### src/rtl/resv_pkg.sv
package resv_pkg;

  typedef enum logic [1:0] {
    OP_ALU = 2'b00,
    OP_LL  = 2'b01,
    OP_SC  = 2'b10,
    OP_ST  = 2'b11
  } resv_op_e;

  // Both store forms end any reservation held by this hart
  function automatic logic writes_memory(input resv_op_e op);
    return (op == OP_SC) || (op == OP_ST);
  endfunction

endpackage

### src/rtl/resv_word_cmp.sv
module resv_word_cmp #(
  parameter int ADDR_W = 32,
  parameter int OFFS_W = 2
) (
  input  logic [ADDR_W-1:0]        addr,
  input  logic [ADDR_W-OFFS_W-1:0] word,
  output logic                     same
);

  // Drop the byte offset, then compare at full width
  function automatic logic [ADDR_W-1:0] word_index(input logic [ADDR_W-1:0] a);
    return a >> OFFS_W;
  endfunction

  assign same = (word_index(addr) == ADDR_W'(word));

endmodule

### src/rtl/resv_event_ctl.sv
module resv_event_ctl
  import resv_pkg::*;
(
  input  logic     clk,
  input  logic     rst_n,
  input  resv_op_e op,
  input  logic     exc,
  input  logic     ctx_sw,
  input  logic     snoop_we,
  input  logic     snoop_hit,
  input  logic     req_hit,
  input  logic     resv_valid,
  output logic     take_ll,
  output logic     drop,
  output logic     sc_ok
);

  logic flush_w;
  logic snoop_kill_w;

  assign flush_w      = exc | ctx_sw;
  assign snoop_kill_w = snoop_we & snoop_hit;

  assign take_ll = (op == OP_LL) & ~flush_w;
  assign drop    = flush_w | writes_memory(op) | snoop_kill_w;
  assign sc_ok   = (op == OP_SC) & resv_valid & req_hit & ~flush_w & ~snoop_kill_w;

  // a quiet register op is invisible to the reservation
  a_r10_alu_quiet: assert property (@(posedge clk) disable iff (!rst_n)
    (op == OP_ALU && !exc && !ctx_sw && !snoop_we) |-> (!drop && !take_ll));

  // success only on a store-conditional
  a_r12_ok_only_sc: assert property (@(posedge clk) disable iff (!rst_n)
    sc_ok |-> (op == OP_SC));

endmodule

### src/rtl/resv_state.sv
module resv_state #(
  parameter int ADDR_W = 32,
  parameter int OFFS_W = 2
) (
  input  logic                     clk,
  input  logic                     rst_n,
  input  logic                     take_ll,
  input  logic                     drop,
  input  logic [ADDR_W-1:0]        ll_addr,
  output logic                     valid_q,
  output logic [ADDR_W-OFFS_W-1:0] word_q
);

  localparam int WORD_W = ADDR_W - OFFS_W;

  function automatic logic [WORD_W-1:0] to_word(input logic [ADDR_W-1:0] a);
    return WORD_W'(a >> OFFS_W);
  endfunction

  // Arming wins over every clear source that can coincide with it
  always_ff @(posedge clk or negedge rst_n) begin
    if (!rst_n) begin
      valid_q <= 1'b0;
      word_q  <= '0;
    end else if (take_ll) begin
      valid_q <= 1'b1;
      word_q  <= to_word(ll_addr);
    end else if (drop) begin
      valid_q <= 1'b0;
    end
  end

  // a load-linked arms the reservation with its word
  a_r2_ll_arms: assert property (@(posedge clk) disable iff (!rst_n)
    take_ll |=> (valid_q && word_q == to_word($past(ll_addr))));

  // any clear event without arming leaves nothing reserved
  a_r5_drop_clears: assert property (@(posedge clk) disable iff (!rst_n)
    (drop && !take_ll) |=> !valid_q);

  // with no event the reservation holds
  a_r10_hold: assert property (@(posedge clk) disable iff (!rst_n)
    (!drop && !take_ll) |=> ($stable(valid_q) && $stable(word_q)));

endmodule

### src/rtl/resv_monitor.sv
module resv_monitor
  import resv_pkg::*;
#(
  parameter int ADDR_W = 32,
  parameter int OFFS_W = 2
) (
  input  logic              clk,
  input  logic              rst_n,
  input  logic [1:0]        op_i,
  input  logic [ADDR_W-1:0] addr_i,
  input  logic              snoop_we_i,
  input  logic [ADDR_W-1:0] snoop_addr_i,
  input  logic              exc_i,
  input  logic              ctx_sw_i,
  output logic              sc_pass_o,
  output logic              sc_we_o
);

  localparam int WORD_W = ADDR_W - OFFS_W;

  resv_op_e          op_w;
  logic              resv_valid_w;
  logic [WORD_W-1:0] resv_word_w;
  logic              req_hit_w;
  logic              snoop_hit_w;
  logic              take_ll_w;
  logic              drop_w;
  logic              sc_ok_w;

  assign op_w = resv_op_e'(op_i);

  resv_word_cmp #(.ADDR_W(ADDR_W), .OFFS_W(OFFS_W)) u_req_cmp (
    .addr (addr_i),
    .word (resv_word_w),
    .same (req_hit_w)
  );

  resv_word_cmp #(.ADDR_W(ADDR_W), .OFFS_W(OFFS_W)) u_snoop_cmp (
    .addr (snoop_addr_i),
    .word (resv_word_w),
    .same (snoop_hit_w)
  );

  resv_event_ctl u_ctl (
    .clk        (clk),
    .rst_n      (rst_n),
    .op         (op_w),
    .exc        (exc_i),
    .ctx_sw     (ctx_sw_i),
    .snoop_we   (snoop_we_i),
    .snoop_hit  (snoop_hit_w),
    .req_hit    (req_hit_w),
    .resv_valid (resv_valid_w),
    .take_ll    (take_ll_w),
    .drop       (drop_w),
    .sc_ok      (sc_ok_w)
  );

  resv_state #(.ADDR_W(ADDR_W), .OFFS_W(OFFS_W)) u_state (
    .clk     (clk),
    .rst_n   (rst_n),
    .take_ll (take_ll_w),
    .drop    (drop_w),
    .ll_addr (addr_i),
    .valid_q (resv_valid_w),
    .word_q  (resv_word_w)
  );

  assign sc_pass_o = sc_ok_w;
  assign sc_we_o   = sc_ok_w;

  // success requires a live reservation on the requested word
  a_r3_pass_needs_match: assert property (@(posedge clk) disable iff (!rst_n)
    sc_pass_o |-> (resv_valid_w && req_hit_w));

  // a foreign store to the reserved word ends it
  a_r7_snoop_kills: assert property (@(posedge clk) disable iff (!rst_n)
    (snoop_we_i && snoop_hit_w && op_w != OP_LL) |=> !resv_valid_w);

  // exceptions end the reservation
  a_r8_exc_kills: assert property (@(posedge clk) disable iff (!rst_n)
    exc_i |=> !resv_valid_w);

  // context switches end the reservation
  a_r9_ctx_kills: assert property (@(posedge clk) disable iff (!rst_n)
    ctx_sw_i |=> !resv_valid_w);

  // a plain local store ends the reservation
  a_r6_store_kills: assert property (@(posedge clk) disable iff (!rst_n)
    (op_w == OP_ST) |=> !resv_valid_w);

endmodule

### config.mk
export PLATFORM = sky130hd
export DESIGN_NAME = resv_monitor
export DESIGN_NICKNAME = d
export VERILOG_FILES = /design/src/rtl/resv_pkg.sv /design/src/rtl/resv_word_cmp.sv /design/src/rtl/resv_event_ctl.sv /design/src/rtl/resv_state.sv /design/src/rtl/resv_monitor.sv
export SDC_FILE = /design/constraint.sdc
export NUM_CORES = 1
export LEC_CHECK = 0
export BUFFER_PORTS_ARGS = -buffer_cell sky130_fd_sc_hd__buf_2
export CAP_MARGIN = 20
export CORE_UTILIZATION = 45
export DETAILED_ROUTE_END_ITERATION = 7
export PLACE_DENSITY = 0.75
export SETUP_SLACK_MARGIN = 0.1
export SLEW_MARGIN = 20
export SYNTH_ARGS = -nofsm -noshare
export SYNTH_HDL_FRONTEND = slang
export SYNTH_SLANG_ARGS = --single-unit
### constraint.sdc
create_clock -name clk -period 1.8 [get_ports clk]
set_input_delay 0.09 -clock clk [delete_from_list [all_inputs] [get_ports clk]]
set_output_delay 0.09 -clock clk [all_outputs]
set_load 0.01 [all_outputs]
==> results of run 1 <==
[critical path, cell delays in order, from the launching register on]
cell      delay (ns)
dfrtp_1         0.43
xnor2_1         0.15
nand4_1         0.11
or4_4           0.53
o211ai_2        0.18
nor3_2          0.07
buf_2           0.14
[final timing paths]
kind,to,slack (ns),depth (start not counted)
max,sc_we_o,-0.19,6
min,u_state.valid_q,0.04,2
max reg2reg,u_state.valid_q,0.10,6
min reg2reg,u_state.word_q[22],0.57,1
max in group asynchronous,u_state.word_q[28],0.93,2
min in group asynchronous,u_state.word_q[15],0.38,2
[area by class of cell]
class,instances,area [µm²]
Clock buffer,8,100
Fill cell,325,1330
Multi-Input combinational cell,116,1090
Sequential cell,31,777
Tap cell,48,60.1
Timing Repair Buffer,80,445
[state kept, by name, summed over array words and instances (netlist names)]
register         count
u_state.valid_q      1
u_state.word_q      30
[cell families (layout without fill, tap and decap cells)]
kind of cell	after synthesis	count (layout)	synth area share [%]
flip-flops	31	31	42.3
multiplexers	30	30	18.4
AND/OR/NAND/NOR	24	24	8.38
buffers and inverters	4	88	1.23
XOR/XNOR	60	60	28.6
AO/OA/AOI/OAI	2	2	1.09
[metal layers]
metal  GRT usage (%)  vias up  wire length [µm]
met2            33.3       54              1910
met4            9.78        0                76
met3            4.48        6               239
met5               0        -                 0
li1                -      693                 -
met1            24.7      665              1730
[power groups by stage]
stage          combinational, mW  sequential [mW]  clock [mW]
3_3_place_gp               0.595             1.01           0
3_5_place_dp               0.610             1.02           0
5_1_grt                    0.768             1.02       0.659
2_1_floorplan              0.413            0.992           0
6_report                   0.697            0.997       0.604
4_1_cts                    0.684            0.995       0.623
[timing repair]
action                                  in CTS  in global routing
gates resized for setup                      5                  4
hold buffers                                 1                  0
endpoints found under the setup margin       2                  3
endpoints found under the hold margin       31                  0
pin swaps                                   15                  8
setup buffers                                8                  1
cloned                                       0                  0
[synth_stat cells (all sizes together)]
| cell | instances | share of area (%) |
|---|---|---|
| xnor2 | 20 | 9.5 |
| nor4 | 9 | 3.1 |
| nand3b | 1 | 0.41 |
| mux2 | 30 | 18 |
| nand4 | 7 | 2.4 |
| o211ai | 1 | 0.68 |
| nor2 | 1 | 0.20 |
| dfrtp | 31 | 42 |
| o21bai | 1 | 0.41 |
| nor3 | 3 | 0.82 |
| nor4b | 1 | 0.82 |
| nand3 | 1 | 0.27 |
| xor2 | 40 | 19 |
| or4 | 1 | 0.41 |
| buf | 4 | 1.2 |
==> results.toml, run 1 <==
[outcome]
status = "finished, violations left"
violations = "negative setup slack"

[logic_synthesis]
ys_seq_elements = 31
seq_area_frac_synth_pct = 42.3
avgSynthCellArea_um2 = 12.2
synthCells = 151
syn-num-nets = 222
yosys.cell_types.count = 17
synth.cell_area_um2 = 1840
yosysWarnings = 0

[power]
ir_drop_v = 0.000576
power.total_mw = 2.30
power_density_nw_per_um2 = 930
seq_power_share_pct = 43.4
cellInternalPower_mw = 1.62
p_leak_nw = 1.14
pwr-share-comb_pct = 30.3
clkPwrFrac_pct = 26.3
p_sw_uw = 679
swShare_pct = 29.6

[place]
io_buffers = 68
pre_cts_ws_ns = -0.000507
place_area_um2 = 2260
dp.cells = 266
dp.final_hpwl_um = 2960
gp_congestion = 0.799

[floorplan]
initial_utilization_pct = 48.3
io_pins = 73
fp.dieW_um = 65.9
dieArea_um2 = 4340
die_h_um = 65.9
num_rows = 22
core_um2 = 3800

[drt]
ant_nets = 0
vias = 1418
route.detailed.drc = 0
drt_iter0_drc = 38
drtPass1Iterations = 4
routedWlPerCell_um = 14.0
via_per_inst = 5.01
routed_wl_um = 3960

[global_route]
antenna_found_initial = 0
grt_pass1_vias = 1454
overflow = 0
groute.usage.overall_pct = 20.2
grt_pass1_wl_um = 6290
grt_max_degree = 32

[cells_and_area]
drive_gt1_share_pct = 52.8
post-route-util_pct = 65.1
n_antenna_cell = 0
layout_common_cells = "buf_2 (68), xor2_1 (40), dfrtp_1 (30)"
fin_area_um2 = 2470
final_common_cell = "buf_2"
nets = 305
finalNonFillerCells = 283
syn_to_final_growth_pct = 34.6

[critical_path]
worstPathArrival_ns = 1.90
timing.critical_path.required_ns = 1.71
path_max_fanout = 3
end_kind = "output port"
critPathLaunchType = "register"
worstSetupPathType = "reg2out"
rr_startpoint = "u_state.word_q[14]"
startpoint = "u_state.word_q[14]"

[clock_tree]
cts_made_buffers = 5
clk_pin_slew_ns = 0.06
cts.sinks = 31
root_buffer = "clkbuf_8"
clk_path_buf_depth = 2
clock_latency_ns = 0.29
cts_tree = "done"
ctsHtreeMaxLevel = 2

[timing]
layout_min_cycle_time_ns = 1.99
setup_viol = 2
fin_ws_ns = -0.190
rsz0062_at_grt = "true"
finalClockSkew_ns = 0.00536
fmax_ghz = 0.503
hold_slack_ns = 0.0393
slew_headroom_pct = 53.3
min_period_over_period_pct = 111
hold_viol_final = 0
maxSlewViolCount = 0
tightest_slew_ns = 0.700
finalSetupTns_ns = -0.380

[run]
maxCapViolations = 0

[worst_hold_path]
min_from = "op_i[1]"
min_path_type = "in2reg"
Power figures use the tool's default switching activity.
==> inputs of run 2 (changes only) <==
Settings changed: TNS_END_PERCENT from default to 1.
==> results.toml, run 2 (synthesis results as in run 1) <==
[timing]
hold_viol_final = 0
slew_headroom_pct = 53.4
layout_min_cycle_time_ns = 1.99
setup_viol = 2
fmax_ghz = 0.502
finalClockSkew_ns = 0.00539
min_period_over_period_pct = 111
rsz0062_at_grt = "true"
finalSetupTns_ns = -0.384
maxSlewViolCount = 0
fin_ws_ns = -0.192
tightest_slew_ns = 0.700

[clock_tree]
root_buffer = "clkbuf_8"
ctsHtreeMaxLevel = 2
clock_latency_ns = 0.29
cts.sinks = 31
clk_pin_slew_ns = 0.06
clk_path_buf_depth = 2
cts_tree = "done"
cts_made_buffers = 5

[drt]
routed_wl_um = 3970
drt_iter0_drc = 41
via_per_inst = 5.01
vias = 1423
drtPass1Iterations = 4
routedWlPerCell_um = 14.0
route.detailed.drc = 0
ant_nets = 0

[global_route]
grt_pass1_vias = 1454
groute.usage.overall_pct = 20.2
overflow = 0
grt_max_degree = 32
grt_pass1_wl_um = 6290
antenna_found_initial = 0

[cells_and_area]
post-route-util_pct = 65.3
layout_common_cells = "buf_2 (68), xor2_1 (40), dfrtp_1 (30)"
largest_register = "u_state.word_q"
drive_gt1_share_pct = 53.0
nets = 306
largest_reg_flops = 30
final_common_cell = "buf_2"
reg_top3 = "u_state.word_q: 30 flops, u_state.valid_q: 1 flops"
fin_area_um2 = 2480
finalNonFillerCells = 284
syn_to_final_growth_pct = 35.2
n_antenna_cell = 0

[floorplan]
dieArea_um2 = 4340
io_pins = 73
core_um2 = 3800
num_rows = 22
fp.dieW_um = 65.9
die_h_um = 65.9
initial_utilization_pct = 48.3

[critical_path]
worstSetupPathType = "reg2out"
timing.critical_path.required_ns = 1.71
regToRegEndpoint = "u_state.valid_q"
reg2reg_setup_slack_ns = 0.01
r2r_cells = 7
worstPathArrival_ns = 1.90
end_kind = "output port"
critPathLaunchType = "register"
rr_startpoint = "u_state.word_q[14]"
path_max_fanout = 3

[power]
p_leak_nw = 1.14
ir_drop_v = 0.000577
power_density_nw_per_um2 = 926

[worst_hold_path]
min_path_type = "in2reg"
min_path_cells = 2
min_from = "op_i[1]"
whs_endpoint = "u_state.valid_q"

[outcome]
status = "finished, violations left"
violations = "negative setup slack"

[place]
place_area_um2 = 2260
io_buffers = 68
pre_cts_ws_ns = -0.000507
dp.cells = 266
dp.final_hpwl_um = 2960
gp_congestion = 0.799

[run]
maxCapViolations = 0
==> run 2: cell types whose count changed in the layout (fill, tap and decap cells not counted), sizes merged <==
cell	change
buf	+1
==> run 2: worst max-delay path by stage <==
stage,start,end,cells after the start
after detailed placement,u_state.word_q[4],sc_we_o,6
after global routing,u_state.word_q[5],sc_we_o,6
after CTS,u_state.word_q[3],sc_we_o,6
final,u_state.word_q[14],sc_we_o,6
after floorplan,u_state.word_q[4],sc_we_o,6
after global placement,u_state.word_q[4],sc_we_o,6
==> run 2: timing repair <==
action | CTS | global route
setup endpoints to repair | 2 | 3
hold endpoints to repair | 31 | 0
resized for setup | 5 | 4
hold buffers | 1 | 0
gates cloned | 0 | 0
pin swaps | 15 | 8
setup buffers | 8 | 1
==> run 2: cell type report <==
class / instances / area (µm²)
Fill cell: 324 / 1320
Multi-Input combinational cell: 116 / 1090
Sequential cell: 31 / 777
Timing Repair Buffer: 81 / 457
Clock buffer: 8 / 100
Tap cell: 48 / 60.1
==> run 2: stage by stage <==
step	hold slack (ns)	power, mW
after floorplan	-0.206	1.41
after global placement	0.178	1.60
after detailed placement	0.177	1.63
after CTS	0.0155	2.30
after global routing	0.0442	2.45
final	0.0358	2.30
==> run 2: worst max-delay path, cell delays in order (launching register included) <==
cell,delay (ns)
dfrtp_1,0.43
xnor2_1,0.15
nand4_1,0.11
or4_4,0.53
o211ai_2,0.18
nor3_2,0.07
buf_2,0.14
==> run 2: layer usage <==
layer  GRT usage, %  vias up  part of all wire (%)
met1           24.7      668                    44
li1               -      697                     -
met3           4.48        6                   5.3
met5              0        -                     0
met4           9.78        0                   1.9
met2           33.3       52                    49
==> run 2: report_power, final <==
group,internal (mW),switching (mW),total (mW)
logic,0.422,0.276,0.697
registers,0.849,0.148,0.996
clock network,0.348,0.257,0.606
total,1.62,0.681,2.30
